[config.mk]
export PLATFORM = sky130hd
export DESIGN_NAME = ser4_serializer
export DESIGN_NICKNAME = d
export VERILOG_FILES = /design/src/rtl/ser4_pkg.sv /design/src/rtl/ser4_slot_gen.sv /design/src/rtl/ser4_lane_latch.sv /design/src/rtl/ser4_mux_tree.sv /design/src/rtl/ser4_retimer.sv /design/src/rtl/ser4_serializer.sv
export SDC_FILE = /design/constraint.sdc
export NUM_CORES = 1
export LEC_CHECK = 0
export ABC_AREA = 0
export BUFFER_PORTS_ARGS = -buffer_cell sky130_fd_sc_hd__buf_2
export CORE_AREA = 3 3 40 42
export DETAILED_ROUTE_END_ITERATION = 7
export DIE_AREA = 0 0 43 45
export GPL_TIMING_DRIVEN = 0
export SKIP_CTS_REPAIR_TIMING = 1
export SLEW_MARGIN = 20
export SYNTH_ARGS = -nofsm -noshare
export SYNTH_HDL_FRONTEND = slang
export SYNTH_HIERARCHICAL = 1
export SYNTH_SLANG_ARGS = --single-unit
[constraint.sdc]
create_clock -name clk_i -period 1 [get_ports clk_i]
set_input_delay 0.05 -clock clk_i [delete_from_list [all_inputs] [get_ports clk_i]]
set_output_delay 0.05 -clock clk_i [all_outputs]
set_load 0.01 [all_outputs]
[src/rtl/ser4_pkg.sv]
package ser4_pkg;
  localparam int unsigned LANES = 4;
  localparam int unsigned SLOT_W = $clog2(LANES);
  localparam int unsigned HALF_LANES = LANES / 2;
  typedef logic [SLOT_W-1:0] slot_t;
  typedef logic [LANES-1:0] word_t;
  localparam slot_t LAST_SLOT = slot_t'(LANES - 1);
endpackage

[src/rtl/ser4_slot_gen.sv]
module ser4_slot_gen
  import ser4_pkg::*;
(
  input  logic  clk_i,
  input  logic  rst_ni,
  output slot_t slot_o,
  output logic  en_quarter_o,
  output logic  en_half_o,
  output logic  clk_q_o
);
  slot_t slot_q;

  always_ff @(posedge clk_i or negedge rst_ni) begin
    if (!rst_ni) slot_q <= '0;
    else         slot_q <= slot_q + slot_t'(1);
  end

  assign slot_o       = slot_q;
  assign en_quarter_o = (slot_q == LAST_SLOT);
  assign en_half_o    = ~slot_q[0];
  assign clk_q_o      = ~slot_q[SLOT_W-1];
endmodule

[src/rtl/ser4_lane_latch.sv]
module ser4_lane_latch #(
  parameter int unsigned WIDTH = 4
) (
  input  logic             clk_i,
  input  logic             rst_ni,
  input  logic             en_i,
  input  logic [WIDTH-1:0] d_i,
  output logic [WIDTH-1:0] q_o
);
  always_ff @(posedge clk_i or negedge rst_ni) begin
    if (!rst_ni)   q_o <= '0;
    else if (en_i) q_o <= d_i;
  end
endmodule

[src/rtl/ser4_mux_tree.sv]
module ser4_mux_tree
  import ser4_pkg::*;
(
  input  logic  clk_i,
  input  logic  rst_ni,
  input  logic  en_half_i,
  input  slot_t slot_i,
  input  word_t word_i,
  output logic  odd_o,
  output logic  even_o,
  output logic  mux_o
);
  logic [1:0] branch_q;  // [1] odd: lanes 3,1  [0] even: lanes 2,0

  for (genvar b = 0; b < 2; b++) begin : g_branch
    localparam int unsigned HI = HALF_LANES + b;
    localparam int unsigned LO = b;
    always_ff @(posedge clk_i or negedge rst_ni) begin
      if (!rst_ni) branch_q[b] <= 1'b0;
      else if (en_half_i)
        // slot 0 edge loads the high lane, slot 2 edge the low lane
        branch_q[b] <= slot_i[SLOT_W-1] ? word_i[LO] : word_i[HI];
    end
  end

  assign odd_o  = branch_q[1];
  assign even_o = branch_q[0];
  assign mux_o  = slot_i[0] ? branch_q[1] : branch_q[0];
endmodule

[src/rtl/ser4_retimer.sv]
module ser4_retimer (
  input  logic clk_i,
  input  logic rst_ni,
  input  logic d_i,
  output logic q_o,
  output logic qn_o
);
  always_ff @(posedge clk_i or negedge rst_ni) begin
    if (!rst_ni) begin
      q_o  <= 1'b0;
      qn_o <= 1'b0;
    end else begin
      q_o  <= d_i;
      qn_o <= ~d_i;
    end
  end
endmodule

[src/rtl/ser4_serializer.sv]
module ser4_serializer
  import ser4_pkg::*;
(
  input  logic             clk_i,
  input  logic             rst_ni,
  input  logic [LANES-1:0] data_i,
  output logic             ser_o,
  output logic             ser_n_o,
  output logic             mux_o,
  output logic             mon_odd_o,
  output logic             mon_even_o,
  output logic             clk_q_o
);
  slot_t slot;
  logic  en_quarter, en_half;
  word_t word_q;

  ser4_slot_gen i_slot_gen (
    .clk_i        (clk_i),
    .rst_ni       (rst_ni),
    .slot_o       (slot),
    .en_quarter_o (en_quarter),
    .en_half_o    (en_half),
    .clk_q_o      (clk_q_o)
  );

  ser4_lane_latch #(.WIDTH(LANES)) i_lane_latch (
    .clk_i  (clk_i),
    .rst_ni (rst_ni),
    .en_i   (en_quarter),
    .d_i    (data_i),
    .q_o    (word_q)
  );

  ser4_mux_tree i_mux_tree (
    .clk_i     (clk_i),
    .rst_ni    (rst_ni),
    .en_half_i (en_half),
    .slot_i    (slot),
    .word_i    (word_q),
    .odd_o     (mon_odd_o),
    .even_o    (mon_even_o),
    .mux_o     (mux_o)
  );

  ser4_retimer i_retimer (
    .clk_i  (clk_i),
    .rst_ni (rst_ni),
    .d_i    (mux_o),
    .q_o    (ser_o),
    .qn_o   (ser_n_o)
  );
endmodule

==> flow_metrics.tcl <==
set metrics [dict create \
    final_util_pct 41.1 \
    cts_inserted_buffers 3 \
    min_path_type "input port to flip-flop" \
    synth_cell_types 7 \
    antenna_found_initial 0 \
    gp_congestion 0.665 \
    portBuffers 11 \
    synth.mux.area_fraction_pct 20.7 \
    crit_arrival_ns 1.12 \
    cp-start-kind "flip-flop" \
    fin_worst_skew_ns 0.000632 \
    cts_tree "yes" \
    routed_wl_um 657 \
    fill_cells 127 \
    ioPinCount 12 \
    synth-compound-area-share_pct 2.72 \
    ant_nets 0 \
    synth.most_common_cell "dfrtp_1" \
    grt_usage_pct 7.94 \
    synth-simple-area-share_pct 2.04 \
    area_growth_pct 43.5 \
    grt_pass1_vias 262 \
    crit_family "flip-flops" \
    fin_crit_ns 1.17 \
    synth_common_cells "dfrtp_1 (10), mux2_2 (5), inv_1 (3)" \
    syn_inst 25 \
    cts.clk_slew.worst_paths_ns 0.06 \
    status "complete, but fails checks" \
    place_area_um2 454 \
    clockBufferDepth 2 \
    yosys.area.top_type "dfrtp_1" \
    syn_area_per_cell_um2 14.7 \
    ys_async_sr_fraction_pct 100 \
    final_layout_size_suffix_gt1_share_pct 58.1 \
    setup_violations 5 \
    crit_chain "mux2_4 -> buf_6" \
    relSlewSlack_pct 84.7 \
    finalCritPeriodShare_pct 117 \
    crit_slowest_cell "dfrtp_2" \
    ys_seq_elements 10 \
    report.final.hold_viol_count 0 \
    synth_top_area_share_pct 68.0 \
    synth_top_family_by_area "multiplexers" \
    num_antenna_cells 0 \
    fin_cells 58 \
    violations "setup timing" \
    cts-root-buf "clkbuf_4" \
    max_freq_mhz 854 \
    synth_xor_area_share_pct 0 \
    synth_fp_nets 32 \
    final_cell_area_um2 528 \
    ff2ff_setup_slack_ns -0.12 \
    worstSetupPathType "flip-flop to output pin" \
    worstRegToRegCells 3 \
    multi_input_area_um2 123 \
    drtIter0Drc 0 \
    clock_sinks 10 \
    irDropWorstVdd_mv 0.463 \
    cp-end-kind "output pin" \
    die_area_um2 1940 \
    grt_max_degree 11 \
    slew_violations 0 \
    ys_top_cells_by_area "dfrtp_1 (68%), mux2_2 (15%), mux2i_1 (5.4%)" \
    dpl.cell_count 51 \
    cts.htree.levels 1 \
    path_max_fanout 3 \
    crit_buf_inv 1 \
    holdCritStartpoint "data_i[2]" \
    die_x_um 43 \
    synth_adder_area_share_pct 3.40 \
    synth-edff-count 0 \
    p_leak_nw 0.250 \
    critPathMaxStageDelay_ns 0.43 \
    reg2reg_to "i_lane_latch/q_o[3]" \
    powerDensity_nw_per_um2 1590 \
    ys_seq_area_share_pct 68.0 \
    crit_required_ns 0.95 \
    drc 0 \
    fin_nets 51 \
    rsz0062_at_grt "yes" \
    worstMarginPinSlew_ns 0.229 \
    core.rowCount 13 \
    yosys_warnings 6 \
    die_height_um 45 \
    vias 244 \
    p_total_uw 841 \
    grt-ovfl-total 0 \
    ys.flop_type "dfrtp_1" \
    grt_pass1_wl_um 1080 \
    routedWlPerCell_um 11.3 \
    r2r_start "i_slot_gen/slot_o[0]" \
    netlist_area_um2 368 \
    startpoint "i_slot_gen/slot_o[0]" \
    seq_area_um2 253 \
    dr.pass1.iters 1 \
    core_area_um2 1280 \
    vias_per_cell 4.21 \
    clk_latency_ns 0.26 \
    setup.worst_path.end "mux_o" \
    cp.depth 2 \
    drv_cap 0 \
    fin_ws_ns -0.171 \
    start_util_pct 28.6 \
]
-- final cells by class --
class	count	share of cell area, %
sequential	10	47.9
multi-input combinational	12	23.2
timing repair buffer	14	16.4
clock buffer	4	6.87
tap	15	3.55
inverter	3	2.13
-- routing by layer --
metal,GRT usage [%],vias up,wire (um)
met5,0,-,0
met4,5.42,0,14
met3,3.59,2,61
met2,12.9,12,304
met1,8.29,111,276
li1,-,119,-
-- worst min path at each step --
stage / end / slack (ns) / cells after the start
global placement: i_retimer/q_o / -0.09 / 1
CTS: i_retimer/q_o / -0.37 / 1
floorplan: i_lane_latch/q_o[0] / -0.25 / 0
detailed placement: i_retimer/q_o / -0.08 / 1
global route: i_lane_latch/q_o[0] / 0.01 / 2
finish: i_lane_latch/q_o[2] / 0.02 / 2
-- state kept, by name, indices dropped and copies added, names as in the netlist --
register and count:
i_lane_latch/q_o 4, i_mux_tree/even_o 1, i_mux_tree/odd_o 1, i_retimer/q_o 1, i_retimer/qn_o 1, i_slot_gen/slot_o 2
-- power by group --
part	total, mW	switching, mW	internal, mW
Sequential	0.429	0.00801	0.421
Clock	0.353	0.132	0.221
Combinational	0.0597	0.0265	0.0332
Total	0.841	0.166	0.675
-- kinds of logic after synthesis --
group | Yosys count
compound gates | 2
mux | 7
flops | 10
simple gates | 2
buf+inv | 3
fa+ha+maj | 1
-- cell usage in the layout (no fill, tap or decap) --
| master | synthesis | final |
|---|---|---|
| clkbuf_4 | 0 | 3 |
| mux2_4 | 0 | 1 |
| dlygate4sd3_1 | 0 | 1 |
| mux2i_1 | 2 | 2 |
| mux2_2 | 5 | 4 |
| buf_6 | 0 | 1 |
| clkbuf_8 | 0 | 1 |
| nor2_1 | 2 | 2 |
| a21oi_1 | 2 | 2 |
| buf_2 | 0 | 10 |
| inv_1 | 3 | 3 |
| ha_4 | 0 | 1 |
| buf_4 | 0 | 2 |
| dfrtp_1 | 10 | 8 |
| dfrtp_2 | 0 | 2 |
-- metrics by stage --
step	setup TNS [ns]	setup WS, ns	hold WS (ns)
finish	-0.651	-0.171	0.0192
detailed placement	-0.388	-0.101	-0.0815
global placement	-0.276	-0.0704	-0.0869
global route	-0.769	-0.201	0.00987
floorplan	-0.107	-0.0267	-0.246
CTS	-0.712	-0.289	-0.370
Power figures use the tool's default switching activity.
